$ cat config.mk
export PLATFORM = sky130hd
export DESIGN_NAME = mc_rate_ctrl
export DESIGN_NICKNAME = d
export VERILOG_FILES = /design/src/rtl/mcr_pkg.sv /design/src/rtl/mcr_ctrl.sv /design/src/rtl/mcr_datapath.sv /design/src/rtl/mc_rate_ctrl.sv
export SDC_FILE = /design/constraint.sdc
export NUM_CORES = 1
export LEC_CHECK = 0
export BUFFER_PORTS_ARGS = -buffer_cell sky130_fd_sc_hd__buf_2
export CAP_MARGIN = 20
export CORE_MARGIN = 10
export CORE_UTILIZATION = 41
export DETAILED_ROUTE_END_ITERATION = 8
export PLACE_DENSITY = 0.6
export SLEW_MARGIN = 0
export SYNTH_ARGS = -nofsm -noshare
export SYNTH_HDL_FRONTEND = slang
export SYNTH_SLANG_ARGS = --single-unit
$ cat constraint.sdc
create_clock -name clk -period 3.7 [get_ports clk]
set_input_delay 0.185 -clock clk [delete_from_list [all_inputs] [get_ports clk]]
set_output_delay 0.185 -clock clk [all_outputs]
set_load 0.005 [all_outputs]
$ cat src/rtl/mcr_pkg.sv
package mcr_pkg;

  typedef enum logic [1:0] {
    CODE_RSVD = 2'b00,
    CODE_FAST = 2'b01,
    CODE_MID  = 2'b10,
    CODE_SLOW = 2'b11
  } divCode_e;

  // Strobes from the control to the datapath
  typedef struct packed {
    logic     clearAll;
    logic     forceFast;
    logic     applyNew;
    divCode_e newCode;
  } rateCtl_t;

  function automatic logic slowClash(input logic [1:0] a, input logic [1:0] b);
    return a[1] & b[1] & (a != b);
  endfunction

endpackage

$ cat src/rtl/mcr_ctrl.sv
module mcr_ctrl
  import mcr_pkg::*;
(
  input  logic     clk,
  input  logic     rstN,
  input  logic     resetReq,
  input  logic     cfgWrEn,
  input  logic [1:0] cfgDiv,
  input  logic     cfgSwbEn,
  input  logic     rxLine,
  input  logic     rxEnable,
  input  logic     txBufWr,
  input  logic     extIntAck,
  input  logic     serialBusy,
  input  logic     mcStrobe,
  input  divCode_e activeDiv,
  output rateCtl_t ctl,
  output logic     swbEn
);

  logic     swbEnQ;
  logic     rxPrevQ;
  logic     pendValidQ;
  logic     pendArmedQ;
  divCode_e pendCodeQ;

  logic rxFall;
  logic trigger;
  logic writeOk;

  assign rxFall  = rxPrevQ & ~rxLine & rxEnable;
  assign trigger = swbEnQ & (rxFall | txBufWr | extIntAck);

  assign writeOk = cfgWrEn
                 & (cfgDiv != CODE_RSVD)
                 & ~(swbEnQ & serialBusy)
                 & ~slowClash(activeDiv, cfgDiv)
                 & ~(pendValidQ & slowClash(pendCodeQ, cfgDiv))
                 & ~trigger;

  always_comb begin
    ctl.clearAll  = resetReq;
    ctl.forceFast = trigger & ~resetReq;
    ctl.applyNew  = mcStrobe & pendValidQ & pendArmedQ & ~trigger & ~resetReq;
    ctl.newCode   = pendCodeQ;
  end

  assign swbEn = swbEnQ;

  always_ff @(posedge clk or negedge rstN) begin
    if (!rstN) begin
      swbEnQ     <= 1'b0;
      rxPrevQ    <= 1'b1;
      pendValidQ <= 1'b0;
      pendArmedQ <= 1'b0;
      pendCodeQ  <= CODE_FAST;
    end else if (resetReq) begin
      swbEnQ     <= 1'b0;
      rxPrevQ    <= 1'b1;
      pendValidQ <= 1'b0;
      pendArmedQ <= 1'b0;
      pendCodeQ  <= CODE_FAST;
    end else begin
      rxPrevQ <= rxLine;
      if (cfgWrEn) swbEnQ <= cfgSwbEn;
      if (trigger) begin
        pendValidQ <= 1'b0;
        pendArmedQ <= 1'b0;
      end else if (writeOk) begin
        pendCodeQ  <= divCode_e'(cfgDiv);
        pendValidQ <= 1'b1;
        pendArmedQ <= 1'b0;
      end else if (mcStrobe && pendValidQ) begin
        if (pendArmedQ) begin
          pendValidQ <= 1'b0;
          pendArmedQ <= 1'b0;
        end else begin
          pendArmedQ <= 1'b1;
        end
      end
    end
  end

  // busy serial with switchback keeps the pending code
  a_r8_busy_lock: assert property (@(posedge clk) disable iff (!rstN)
    (swbEnQ && serialBusy && cfgWrEn && !resetReq) |=> (pendCodeQ == $past(pendCodeQ)));

  // reserved code is never taken as pending
  a_r4_reserved_ignored: assert property (@(posedge clk) disable iff (!rstN)
    (cfgWrEn && cfgDiv == 2'b00 && !resetReq) |=> (pendCodeQ == $past(pendCodeQ)));

  // a trigger discards any pending code
  a_r6_trigger_drops: assert property (@(posedge clk) disable iff (!rstN)
    (trigger && !resetReq) |=> !pendValidQ);

endmodule

$ cat src/rtl/mcr_datapath.sv
module mcr_datapath
  import mcr_pkg::*;
#(
  parameter int FAST_CLKS = 4,
  parameter int MID_CLKS  = 64,
  parameter int SLOW_CLKS = 1024
) (
  input  logic     clk,
  input  logic     rstN,
  input  rateCtl_t ctl,
  output logic     mcStrobe,
  output logic     periphEn,
  output divCode_e activeDiv
);

  localparam int CW = $clog2(SLOW_CLKS);
  localparam logic [CW-1:0] FAST_LAST = CW'(FAST_CLKS - 1);
  localparam logic [CW-1:0] MID_LAST  = CW'(MID_CLKS - 1);
  localparam logic [CW-1:0] SLOW_LAST = CW'(SLOW_CLKS - 1);

  logic [CW-1:0] cntQ;
  logic [CW-1:0] cntNext;
  divCode_e      activeQ;
  divCode_e      activeNext;
  logic          restart;

  function automatic logic [CW-1:0] lastOf(input divCode_e c);
    case (c)
      CODE_MID:  return MID_LAST;
      CODE_SLOW: return SLOW_LAST;
      default:   return FAST_LAST;
    endcase
  endfunction

  assign mcStrobe  = (cntQ == '0);
  assign periphEn  = mcStrobe;
  assign activeDiv = activeQ;

  always_comb begin
    if (ctl.clearAll || ctl.forceFast) activeNext = CODE_FAST;
    else if (ctl.applyNew)             activeNext = ctl.newCode;
    else                               activeNext = activeQ;
  end

  assign restart = ctl.clearAll | (ctl.forceFast & (activeQ != CODE_FAST));

  always_comb begin
    if (restart)       cntNext = FAST_LAST;
    else if (mcStrobe) cntNext = lastOf(activeNext);
    else               cntNext = cntQ - 1'b1;
  end

  always_ff @(posedge clk or negedge rstN) begin
    if (!rstN) begin
      cntQ    <= FAST_LAST;
      activeQ <= CODE_FAST;
    end else begin
      cntQ    <= cntNext;
      activeQ <= activeNext;
    end
  end

  // reserved code never becomes active
  a_r1_never_reserved: assert property (@(posedge clk) disable iff (!rstN)
    activeQ != CODE_RSVD);

  // count stays within the active period
  a_r2_count_bound: assert property (@(posedge clk) disable iff (!rstN)
    cntQ <= lastOf(activeQ));

  // the rate changes only at a boundary or by a forced return
  a_r3_change_at_boundary: assert property (@(posedge clk) disable iff (!rstN)
    (activeQ != $past(activeQ)) |-> ($past(mcStrobe) || $past(ctl.forceFast) || $past(ctl.clearAll)));

  // no move between the two slow rates
  a_r5_no_slow_jump: assert property (@(posedge clk) disable iff (!rstN)
    (activeQ[1] && $past(activeQ[1])) |-> (activeQ == $past(activeQ)));

  // a forced return lands on the fastest rate
  a_r6_force_fast: assert property (@(posedge clk) disable iff (!rstN)
    ctl.forceFast |=> (activeQ == CODE_FAST));

  // reset requests restart at the fastest rate
  a_r9_clear_fast: assert property (@(posedge clk) disable iff (!rstN)
    ctl.clearAll |=> (activeQ == CODE_FAST && cntQ == FAST_LAST));

endmodule

$ cat src/rtl/mc_rate_ctrl.sv
module mc_rate_ctrl
  import mcr_pkg::*;
#(
  parameter int FAST_CLKS = 4,
  parameter int MID_CLKS  = 64,
  parameter int SLOW_CLKS = 1024
) (
  input  logic       clk,
  input  logic       rstN,
  input  logic       wdtRstReq,
  input  logic       extRstReq,
  input  logic       pwrFailReq,
  input  logic       cfgWrEn,
  input  logic [1:0] cfgDiv,
  input  logic       cfgSwbEn,
  input  logic       rxLine,
  input  logic       rxEnable,
  input  logic       txBufWr,
  input  logic       extIntAck,
  input  logic       serialBusy,
  output logic       mcStrobe,
  output logic       periphEn,
  output logic [1:0] activeDiv,
  output logic       swbEnabled
);

  rateCtl_t ctl;
  divCode_e activeCode;
  logic     resetReq;

  assign resetReq  = wdtRstReq | extRstReq | pwrFailReq;
  assign activeDiv = activeCode;

  mcr_ctrl ctrl_i (
    .clk        (clk),
    .rstN       (rstN),
    .resetReq   (resetReq),
    .cfgWrEn    (cfgWrEn),
    .cfgDiv     (cfgDiv),
    .cfgSwbEn   (cfgSwbEn),
    .rxLine     (rxLine),
    .rxEnable   (rxEnable),
    .txBufWr    (txBufWr),
    .extIntAck  (extIntAck),
    .serialBusy (serialBusy),
    .mcStrobe   (mcStrobe),
    .activeDiv  (activeCode),
    .ctl        (ctl),
    .swbEn      (swbEnabled)
  );

  mcr_datapath #(
    .FAST_CLKS (FAST_CLKS),
    .MID_CLKS  (MID_CLKS),
    .SLOW_CLKS (SLOW_CLKS)
  ) dp_i (
    .clk       (clk),
    .rstN      (rstN),
    .ctl       (ctl),
    .mcStrobe  (mcStrobe),
    .periphEn  (periphEn),
    .activeDiv (activeCode)
  );

endmodule

== Word-level counts from Yosys, hierarchy flattened ==
Cells that the tools add are included.

* Register bits: 18
* Bits in latches: 0
* Bits in writable memories: 0
* ROM bits: 0
* Output and inout port bits: 5
* Word-level logic and storage cells: 76
* Memories: 0

* $add $sub $neg: 1
* $mul: 0
* Div/mod/pow operators: 0
* $lt $le $gt $ge: 0
* Eq/ne operators: 6
* Shifts and indexed selects: 0
* Muxes and demuxes: 21
* Bitwise gates (word level): 31
* Reduce and logical (&&, ||, !) cells: 10

{| class="wikitable"
|+ Operators with widths
! kind !! number
|-
| 1-bit AND || 20
|-
| 10-bit 2-to-1 mux || 2
|-
| 10-bit one-hot mux with 2 select lines || 1
|-
| 1-bit 2-to-1 mux || 13
|-
| 10-bit zero test || 1
|-
| 2-bit 2-to-1 mux || 5
|-
| 10-bit by 1-bit subtractor with 10-bit output, second input constant || 1
|-
| 4-bit nonzero test || 2
|-
| 1-bit inverter || 6
|-
| 2-bit nonzero test || 3
|-
| 1-bit bitwise OR || 5
|-
| 2-bit == test, second input constant || 2
|-
| 2-bit by 1-bit != test with 1-bit output, second input constant || 2
|-
| 2-bit != test || 2
|-
| 2-bit AND reduction || 2
|-
| 1-bit logical AND || 1
|-
| 1-bit logical OR || 1
|}

== Logic depth before layout (Yosys ltp) ==
* Depth in word-level cells: 15
* Mapped depth: 7
* Mapped depth without buffers: 7

== Cells and area by module ==
From an unflattened synthesis, not the netlist that was laid out.

* Cell total of the unflattened synthesis: 98
* Area, all modules: 1,058.5 um^2

{| class="wikitable"
|+ By module, submodules not included
! module !! instances !! cells an instance !! area an instance (um^2)
|-
| mcr_datapath || 1 || 60 || 649.4
|-
| mcr_ctrl || 1 || 37 || 402.9
|-
| mc_rate_ctrl || 1 || 1 || 6.3
|}

== Least setup slack after synthesis ==
No wires, ideal clock.

* Path kind: reg-to-reg
* Start: register dp_i.cntQ[5]
* End: register dp_i.cntQ[9]
* Setup time: 0.143 ns
* Data arrival time: 1.495 ns
* Required time: 3.557 ns
* Slack: 2.062 ns
* Stages on the path, launching flop included: 6
* Buffers on the path: 0
* Period minus slack after synthesis: 1.638 ns
* Path through: dfrtp_1 > or3_4 > or2_4 > o31a_2 > a21oi_1 > nor3_1

* Cells in the longest elaborated chain, start to end: 11

{| class="wikitable"
|+ Ends and longest elaborated chain
! element !! line !! RTL
|-
| start: declaration || mcr_datapath.sv:21 || <nowiki>logic [CW-1:0] cntQ;</nowiki>
|-
| start signal: assignment || mcr_datapath.sv:58 || <nowiki>cntQ <= cntNext;</nowiki>
|-
| 10-bit zero test || mcr_datapath.sv:35 || <nowiki>assign mcStrobe = (cntQ == '0);</nowiki>
|-
| 1-bit AND (4 in series) || mcr_ctrl.sv:44 || <nowiki>ctl.applyNew = mcStrobe & pendValidQ & pendArmedQ & ~trigger & ~resetReq;</nowiki>
|-
| 2-bit 2-to-1 mux || mcr_datapath.sv:41 || <nowiki>else if (ctl.applyNew) activeNext = ctl.newCode;</nowiki>
|-
| 2-bit 2-to-1 mux || mcr_datapath.sv:40 || <nowiki>if (ctl.clearAll || ctl.forceFast) activeNext = CODE_FAST;</nowiki>
|-
| 2-bit == test || mcr_datapath.sv:28 || <nowiki>case (c)</nowiki>
|-
| 10-bit one-hot mux with 2 select lines || mcr_datapath.sv:28 ||
|-
| 10-bit 2-to-1 mux (*) || mcr_datapath.sv:49 || <nowiki>else if (mcStrobe) cntNext = lastOf(activeNext);</nowiki>
|-
| 10-bit 2-to-1 mux (*) || mcr_datapath.sv:48 || <nowiki>if (restart) cntNext = FAST_LAST;</nowiki>
|-
| named net dp_i.cntNext[9] || mcr_datapath.sv:22 || <nowiki>logic [CW-1:0] cntNext;</nowiki>
|}

The timed path passes the listed nets; every way through them passes the cells marked *.
A chain may end at the register's enable or synchronous reset.

== Worst setup path after layout ==
* Start: register dp_i.cntQ[0]
* End: register dp_i.cntQ[6]

Same word-level chain as after synthesis.

==> flow_summary.toml <==
[global_route]
grt_first_pass_wirelength_um = 4260
grt_pass1_vias = 924
overflow = 0
grt_max_degree = 19
antenna_found_initial = 0
grt_use_total_pct = 9.97

[detailed_routing]
drcViolationCount = 0
met1Wirelength_um = 983
ant_nets = 0
met2_length_um = 1260
vias_per_cell = 5.44
drtPass1Iterations = 4
drt_iter0_drc = 64
wl_per_cell_um = 14.6
wl_met3_um = 96
drt_wl_total_um = 2350
top_layer_used = "met4"
via_count = 876

[synth]
avgSynthCellArea_sq_um = 9.98
synth_area_sq_mm = 0.00109
synth.top_cell.area_share_pct = 29.9
yosysSeqAreaShare_pct = 42.0
synth_edf_count = 0
yosys_register_bits = 18
synth-async-reset-ratio_pct = 100
yosysWarnings = 0
synth.top_cells.by_area = "dfrtp_1 (30%), dfstp_2 (12%), ha_1 (4.6%)"
synthFlopType = "dfrtp_1"
synth_cell_types = 38
syn_inst = 109
synth_nets = 127
synth_top_area_cell = "dfrtp_1"

[timing]
fmax_ghz = 0.547
finalClockSkew_ps = 7.08
hold_violations = 0
fin_hold_ws_ps = 122
slew_headroom_pct = 62.1
post-route-min-period_ps = 1830
finalSetupViolations = 0
timing.final.crit_share_pct = 49.4
rsz0062_at_grt = "no"
final.setup.tns_ps = 0
worst_pin_slew_ps = 568
slew_viol_final = 0

[critical_path]
critPathKind = "flip-flop to flip-flop"
worst_ep_required_time_ps = 3890
r2r_start = "dp_i.cntQ[0]"
rr_worst_depth = 7
start_kind = "flip-flop"
crit_fanout = 9
r2r_end = "dp_i.cntQ[6]"
end_kind = "flip-flop"
critPathArrivalTime_ps = 2020
ff2ff_setup_slack_ps = 1870

[power]
ir_worst_vdd_mv = 0.206
power.density_mw_per_mm2 = 283
p_leak_nw = 0.551
power_mw = 0.355

[clocking]
postCtsSetupBuffers = 0
clk_path_buf_depth = 2
cts_tree = "built"
clkTransAtPathRegs_ps = 110
clock_sinks = 18
cts_inserted_buffers = 3
cts_resized = 0
htree_levels = 1
clock-root-buffer = "clkbuf_4"
clk_latency_ps = 300

[run]
maxCapViolCount = 0

[hold_path]
hp-class = "primary input to flip-flop"
holdPathEnd = "ctrl_i.rxPrevQ"
whs_path_depth = 2
min_from = "rxLine"

[floorplan]
die_w_um = 71.5
fp-row-count = 18
start_util_pct = 43.5
die_area_sq_mm = 0.00511
coreArea_sq_mm = 0.00250
num_io_pins = 19
die_h_um = 71.5

[place]
numPortBuffers = 18
place_congestion = 0.789
hpwlAfterDp_um = 1860

[run_status]
status = "finished, final reports clean"

[final_layout]
nets = 150
n_antenna_cell = 0
drive_above_1_share_pct = 30.5
area_delta_synth_final_pct = 15.3
final_common_cell = "buf_2"
final_cell_mix = "buf_2 (18), nand2_1 (13), dfrtp_1 (13)"
[sequential cells by signal, summed over array words and instances, names as in the netlist]
signal	flops
ctrl_i.pendArmedQ	1
ctrl_i.pendCodeQ	2
ctrl_i.pendValidQ	1
ctrl_i.rxPrevQ	1
ctrl_i.swbEn	1
dp_i.activeDiv	2
dp_i.cntQ	10
[critical path, cell delays in order, from the launching register on]
cell	delay, ps
dfstp_2	560
inv_1	70
ha_1	230
nand3_2	190
inv_2	100
a21oi_2	180
a31oi_4	80
nor4_1	320
[how the worst max path moves through the flow]
stage | endpoint | start | slack, ps
6_report | dp_i.cntQ[6] | dp_i.cntQ[0] | 1870
5_1_grt | dp_i.cntQ[6] | dp_i.cntQ[0] | 1680
4_1_cts | dp_i.cntQ[6] | dp_i.cntQ[0] | 1860
3_5_place_dp | dp_i.cntQ[6] | extRstReq | 1890
3_3_place_gp | dp_i.cntQ[6] | extRstReq | 1930
2_1_floorplan | dp_i.cntQ[9] | dp_i.cntQ[5] | 2060
[synth_stat cells (3+ instances only)]
library cell  count
ha_1              4
nor2_1           11
a21oi_1           8
dfstp_2           5
nor3_1            4
xor2_1            4
mux2i_1           5
o21ai_0           8
dfrtp_1          13
nand2_1          13
inv_1             3
[per-layer routing]
| layer | track usage, % | vias up |
|---|---|---|
| met5 | 0 | - |
| met4 | 1.72 | 0 |
| met3 | 3.58 | 2 |
| met2 | 17.3 | 18 |
| met1 | 11.6 | 418 |
| li1 | - | 438 |
[final cells by class]
| cell class | count | area, sq um |
|---|---|---|
| inverters | 4 | 15.0 |
| repair buffers | 19 | 100 |
| well taps | 30 | 37.5 |
| multi-input cells | 86 | 608 |
| flip-flops and latches | 18 | 457 |
| clock buffers | 4 | 36.3 |
| fillers | 242 | 1250 |
[power by group]
| part | internal (mW) | total, mW | leakage (nW) | switching (mW) |
|---|---|---|---|---|
| sequential | 0.199 | 0.201 | 0.234 | 0.00165 |
| clock | 0.0600 | 0.122 | 0.0210 | 0.0618 |
| combinational | 0.0130 | 0.0317 | 0.296 | 0.0187 |
[kinds of logic (layout without fill, tap and decap cells)]
group | after synthesis | in the layout | share of synthesized area [%]
flip-flops | 18 | 18 | 42.0
adder cells (fa/ha/maj) | 4 | 4 | 4.60
AND/OR/NAND/NOR | 43 | 43 | 22.6
AO/OA/AOI/OAI | 28 | 28 | 19.3
buffers and inverters | 5 | 27 | 2.07
XOR/XNOR | 6 | 6 | 4.83
multiplexers | 5 | 5 | 4.60
[stage by stage]
stage / setup slack [ps] / utilization [%] / std cells / cell area [sq um]
2_1_floorplan: 2060 / - / 109 / 1090
6_report: 1870 / 50.2 / 161 / 1250
3_5_place_dp: 1890 / 48.3 / 156 / 1210
4_1_cts: 1860 / 50.2 / 161 / 1250
3_3_place_gp: 1930 / 48.3 / 156 / 1210
5_1_grt: 1680 / 50.2 / 161 / 1250
[what timing repair did]
item                       4_1_cts  5_1_grt
hold endpoints to repair        13        0
setup endpoints to repair        0        0
hold buffers                     1        0
Note: power is estimated with default switching activity, not from simulation.
